$ cat config.mk
export PLATFORM = sky130hd
export DESIGN_NAME = stoch_decision_ctrl
export DESIGN_NICKNAME = d
export VERILOG_FILES = /design/src/rtl/stoch_dec_pkg.sv /design/src/rtl/sd_node_counter.sv /design/src/rtl/sd_cycle_ctrl.sv /design/src/rtl/stoch_decision_ctrl.sv
export SDC_FILE = /design/constraint.sdc
export NUM_CORES = 1
export LEC_CHECK = 0
export ABC_CLOCK_PERIOD_IN_PS = 3880
export BUFFER_PORTS_ARGS = -buffer_cell sky130_fd_sc_hd__clkbuf_2
export CORE_ASPECT_RATIO = 0.9
export CORE_MARGIN = 2
export CORE_UTILIZATION = 44
export CTS_CLUSTER_DIAMETER = 50
export DETAILED_ROUTE_END_ITERATION = 10
export GPL_TIMING_DRIVEN = 0
export HOLD_SLACK_MARGIN = 0.02
export PLACE_DENSITY = 0.68
export SYNTH_ARGS = -nofsm -noshare
export SYNTH_HDL_FRONTEND = slang
export SYNTH_SLANG_ARGS = --single-unit
$ cat constraint.sdc
create_clock -name clk -period 3.88 [get_ports clk]
set_clock_uncertainty 0.05 [all_clocks]
set_input_delay 0.582 -clock clk [delete_from_list [all_inputs] [get_ports clk]]
set_output_delay 0.582 -clock clk [all_outputs]
set_load 0.02 [all_outputs]
$ cat src/rtl/stoch_dec_pkg.sv
package stoch_dec_pkg;

    localparam int CYC_W = 16;

    typedef struct packed {
        logic             busy;
        logic             done;
        logic             conv;
        logic [CYC_W-1:0] cyc;
        logic [CYC_W-1:0] lim;
    } ctrl_state_t;

endpackage

$ cat src/rtl/sd_node_counter.sv
module sd_node_counter #(
    parameter int CNT_W = 4
) (
    input  logic clk,
    input  logic rst_n,
    input  logic clr_i,
    input  logic upd_i,
    input  logic bit_i,
    output logic sign_o
);
    localparam logic signed [CNT_W-1:0] MAXV = {1'b0, {(CNT_W-1){1'b1}}};
    localparam logic signed [CNT_W-1:0] MINV = {1'b1, {(CNT_W-1){1'b0}}};

    logic signed [CNT_W-1:0] cnt_d, cnt_q;

    always_comb begin
        cnt_d = cnt_q;
        if (clr_i) begin
            cnt_d = '0;
        end else if (upd_i) begin
            if (bit_i) begin
                if (cnt_q != MAXV) cnt_d = cnt_q + 1'b1;
            end else begin
                if (cnt_q != MINV) cnt_d = cnt_q - 1'b1;
            end
        end
    end

    always_ff @(posedge clk or negedge rst_n) begin
        if (!rst_n) cnt_q <= '0;
        else        cnt_q <= cnt_d;
    end

    assign sign_o = cnt_q[CNT_W-1];


    sat_hi_chk: assert property (@(posedge clk) disable iff (!rst_n)
        (upd_i && !clr_i && bit_i && cnt_q == MAXV) |=> (cnt_q == MAXV));

    sat_lo_chk: assert property (@(posedge clk) disable iff (!rst_n)
        (upd_i && !clr_i && !bit_i && cnt_q == MINV) |=> (cnt_q == MINV));

    clr_zero_chk: assert property (@(posedge clk) disable iff (!rst_n)
        clr_i |=> (cnt_q == '0));

endmodule

$ cat src/rtl/sd_cycle_ctrl.sv
module sd_cycle_ctrl
    import stoch_dec_pkg::*;
#(
    parameter int N_CHECKS = 4
) (
    input  logic                clk,
    input  logic                rst_n,
    input  logic                start_i,
    input  logic                cycle_en_i,
    input  logic [N_CHECKS-1:0] parity_ok_i,
    input  logic [CYC_W-1:0]    max_cycles_i,
    output logic                clr_o,
    output logic                upd_o,
    output logic                busy_o,
    output logic                done_o,
    output logic                conv_o,
    output logic [CYC_W-1:0]    cyc_o
);
    ctrl_state_t st_d, st_q;
    logic        all_ok;
    logic        ran_one;

    assign all_ok  = &parity_ok_i;
    assign ran_one = (st_q.cyc != '0);

    always_comb begin
        st_d      = st_q;
        st_d.done = 1'b0;
        st_d.conv = 1'b0;
        upd_o     = 1'b0;
        clr_o     = start_i;
        if (start_i) begin
            st_d.busy = 1'b1;
            st_d.cyc  = '0;
            st_d.lim  = max_cycles_i;
        end else if (st_q.busy) begin
            if (ran_one && all_ok) begin
                st_d.busy = 1'b0;
                st_d.done = 1'b1;
                st_d.conv = 1'b1;
            end else if (st_q.cyc >= st_q.lim) begin
                st_d.busy = 1'b0;
                st_d.done = 1'b1;
            end else if (cycle_en_i) begin
                upd_o    = 1'b1;
                st_d.cyc = st_q.cyc + 1'b1;
            end
        end
    end

    always_ff @(posedge clk or negedge rst_n) begin
        if (!rst_n) st_q <= '0;
        else        st_q <= st_d;
    end

    assign busy_o = st_q.busy;
    assign done_o = st_q.done;
    assign conv_o = st_q.conv;
    assign cyc_o  = st_q.cyc;


    done_pulse_chk: assert property (@(posedge clk) disable iff (!rst_n)
        done_o |=> !done_o);

    conv_with_done_chk: assert property (@(posedge clk) disable iff (!rst_n)
        conv_o |-> done_o);

    cyc_le_lim_chk: assert property (@(posedge clk) disable iff (!rst_n)
        busy_o |-> (st_q.cyc <= st_q.lim));

    early_needs_cycle_chk: assert property (@(posedge clk) disable iff (!rst_n)
        (done_o && conv_o) |-> (cyc_o != '0));

    done_ends_busy_chk: assert property (@(posedge clk) disable iff (!rst_n)
        done_o |-> (!busy_o && $past(busy_o)));

    idle_hold_chk: assert property (@(posedge clk) disable iff (!rst_n)
        (!busy_o && !start_i) |=> $stable(cyc_o));

endmodule

$ cat src/rtl/stoch_decision_ctrl.sv
module stoch_decision_ctrl
    import stoch_dec_pkg::*;
#(
    parameter int N_NODES  = 8,
    parameter int N_CHECKS = 4,
    parameter int CNT_W    = 4
) (
    input  logic                clk,
    input  logic                rst_n,
    input  logic                start,
    input  logic                cycle_en,
    input  logic [N_NODES-1:0]  node_bits,
    input  logic [N_CHECKS-1:0] parity_ok,
    input  logic [CYC_W-1:0]    max_cycles,
    output logic [N_NODES-1:0]  hard_dec,
    output logic                busy,
    output logic                done,
    output logic                converged,
    output logic [CYC_W-1:0]    cycle_count
);
    logic clr;
    logic upd;

    sd_cycle_ctrl #(
        .N_CHECKS(N_CHECKS)
    ) u_ctrl (
        .clk          (clk),
        .rst_n        (rst_n),
        .start_i      (start),
        .cycle_en_i   (cycle_en),
        .parity_ok_i  (parity_ok),
        .max_cycles_i (max_cycles),
        .clr_o        (clr),
        .upd_o        (upd),
        .busy_o       (busy),
        .done_o       (done),
        .conv_o       (converged),
        .cyc_o        (cycle_count)
    );

    for (genvar i = 0; i < N_NODES; i++) begin : g_node
        sd_node_counter #(
            .CNT_W(CNT_W)
        ) u_cnt (
            .clk    (clk),
            .rst_n  (rst_n),
            .clr_i  (clr),
            .upd_i  (upd),
            .bit_i  (node_bits[i]),
            .sign_o (hard_dec[i])
        );
    end


    no_update_idle_chk: assert property (@(posedge clk) disable iff (!rst_n)
        (!busy && !start) |=> $stable(hard_dec));

endmodule

==> summary.md <==
| Metric | Value |
|---|---|
| Fin Setup TNS | 0 ns |
| # diodes | 0 |
| Chip height | 100 um |
| CTS clock-pin slew for the worst setup and hold paths | 0.06 ns |
| Pre-Repair DR Iteration Count | 4 |
| Max-cap violations | 0 |
| Achievable Freq | 0.328 GHz |
| Flop and latch count out of synthesis | 67 |
| Slew Viols, Final | 0 |
| Design area | 5310 sq um |
| Sequential power share | 40.8% |
| Root Buffer | clkbuf_16 |
| Run status | completed |
| Finished Layout Cells | 693 |
| Post-cts sizing count | 0 |
| Yosys warnings | 0 |
| GRT Total Usage | 21.6% |
| Clock Path Buffers | 2 |
| Worst setup SP type | register |
| Power Density | 379 nW/um^2 |
| Post-CTS setup repair buffer count | 0 |
| DP HPWL | 8330 um |
| Final Cycle Share | 78.6% |
| Initial antenna violation count | 0 |
| Fillers | 953 |
| Post-Route WL | 11,500 um |
| Sequential area share after synthesis | 36.9% |
| Total power | 2.01 mW |
| Switch Pwr | 595 uW |
| Final nets | 633 |
| Post-synth EDFFs | 0 |
| Starting DRC count in detailed routing | 278 |
| # DRC | 0 |
| Via count | 3,920 |
| Mapped Area | 4540 sq um |
| Die Wd | 111 um |
| Syn avg cell area | 9.29 sq um |
| Largest net degree at the start of global routing | 44 |
| IO buf count | 58 |
| Per-cell routed wire length | 16.6 um |
| Vias in the first global route | 3,818 |
| Row count | 35 |
| Hold/Removal Path Class | input pin to async pin |
| Slew HR | 50.3% |
| Async S/R FF share, synth | 100% |
| Placeable core area | 10,200 sq um |
| Dpl cells | 677 |
| Synthesized Nets | 563 |
| Worst Path Class, Setup | register to register |
| IO Pins | 59 |
| Cells after synthesis | 489 |
| Logic gate share of total power | 20.7% |
| Area grow syn2layout | 16.8% |
| Clk sink count | 67 |
| GPL Wtd Cong | 0.888 |
| Global-route wire length before repair | 19,100 um |
| Leak Pwr | 2.59 nW |
| Worst VDD drop | 0.000236 V |
| Post-synth top cells | dfrtp_1, a21oi_1, o21ai_0 |
| Global route overflow | 0 |
| Required time of the critical path | 4.00 ns |
| Cts hold-fix bufs | 0 |
| Worst slew pin tran | 0.746 ns |
| CTS HTree Levels | 3 |
| Total CTS buffers | 9 |
| Crit end category | register |
| Clock power share | 38.5% |
| Post-synth cell types | 48 |
| Initial Util | 44.7% |
| Share of post-route cells with drive strength above 1 | 21.6% |
| Placed Area | 5020 sq um |
| Die area | 11,200 sq um |
| Yosys top cell area share | 36.9% |
| Vias per cell | 5.66 |
| Hold Fails Final Rpt | 0 |
| Crit Path Max Fanout | 10 |
| Top area cells in the synthesized netlist | dfrtp_1, ha_1, a21oi_1 |
| Fin util | 52.2% |
| Switching Share | 29.5% |
| Most used DFF post-synth | dfrtp_1 |
| RSZ-0062 raised after global routing | no |
| CTS tree | yes |
| Internal | 1.42 mW |
| Routed Antenna Nets | 0 |
| Most common cell in the netlist | dfrtp_1 |
| CP arrival | 3.17 ns |
| Largest area contributor in the netlist | dfrtp_1 |
| Worst-Skew Late Latency | 0.34 ns |
| Setup Viol. Count Final | 0 |
| Tmin final | 3.05 ns |
-- logic make-up (layout without fill, tap and decap cells) --
family,Yosys count,after routing,synth area share [%]
mux,2,2,0.496
buf+inv,76,151,8.71
compound gates,149,149,18.9
simple gates,133,133,18.2
xor+xnor,20,20,3.86
flops,67,67,36.9
fa+ha+maj,42,42,12.9
-- flip-flops by register name, indices dropped and copies added (netlist names) --
name,cells
u_ctrl.busy_o,1
g_node.u_cnt.cnt_q,32
u_ctrl.conv_o,1
u_ctrl.cyc_o,16
u_ctrl.done_o,1
u_ctrl.st_q,16
-- layout make-up --
type	instances	area [sq um]	area share, %
Multi-Input combinational cell	346	2470	46.6
Sequential cell	67	1680	31.6
Timing Repair Buffer	59	320	6.04
Buffer	41	264	4.98
Clock buffer	12	256	4.83
Tap cell	129	161	3.04
Inverter	35	131	2.48
Clock inverter	4	25.0	0.472
-- through the flow --
stage               hold WS, ns  worst slack [ns]
floorplan                 0.236              1.47
global placement          0.449             0.908
detailed placement        0.453             0.878
CTS                       0.146             0.851
global route              0.163             0.638
finish                    0.137             0.832
-- power by group through the flow --
stage               Sequential (mW)  Combinational [mW]  Clock (mW)
floorplan                     0.814               0.303           0
global placement              0.827               0.394           0
detailed placement            0.831               0.417           0
CTS                           0.820               0.420       0.789
global route                  0.831               0.471       0.819
finish                        0.822               0.416       0.775
-- path summary, 6_finish.rpt --
check,from,end,slack [ns],depth (start not counted)
setup / recovery,u_ctrl.cyc_o[0],g_node[1].u_cnt.cnt_q[2],0.83,8
hold / removal,rst_n,u_ctrl.st_q[4],0.14,1
setup reg to reg,u_ctrl.cyc_o[0],g_node[1].u_cnt.cnt_q[2],0.83,8
hold reg to reg,u_ctrl.st_q[0],u_ctrl.st_q[0],0.46,1
max in group asynchronous,rst_n,g_node[1].u_cnt.cnt_q[2],3.10,2
min in group clk,max_cycles[9],u_ctrl.st_q[9],0.40,3
-- cell usage in the layout (no fill, tap or decap), types with 3 or more instances in the layout --
cell type	n
inv_1	35
o31ai_1	4
xnor2_1	18
o21ai_0	57
dfrtp_1	67
fa_1	8
and4b_1	8
or3_1	30
and2_1	3
or4_1	3
nand3_1	12
buf_4	25
clkbuf_16	9
clkbuf_2	57
a311oi_1	8
or4b_2	8
nand4_1	10
nand2_1	28
nand2b_1	4
clkbuf_1	14
ha_1	34
a21oi_1	61
nor2_1	11
a21o_1	9
-- worst max-delay path: stages (launching register included) --
cell and delay, ns:
dfrtp_1 0.43, inv_1 0.12, ha_1 0.31, nand2b_1 0.15
a2111oi_2 0.46, o31ai_1 0.24, nor3_4 0.44, clkbuf_1 0.50
a311oi_1 0.18
-- layer usage --
layer | up-vias | GRT usage [%] | share of wire [%]
met5 | - | 0 | 0
li1 | 1883 | - | -
met1 | 1916 | 28.2 | 44
met2 | 107 | 36.2 | 48
met3 | 14 | 4.17 | 6.7
met4 | 0 | 7.69 | 1.4
Note: power is estimated with default switching activity, not from simulation.
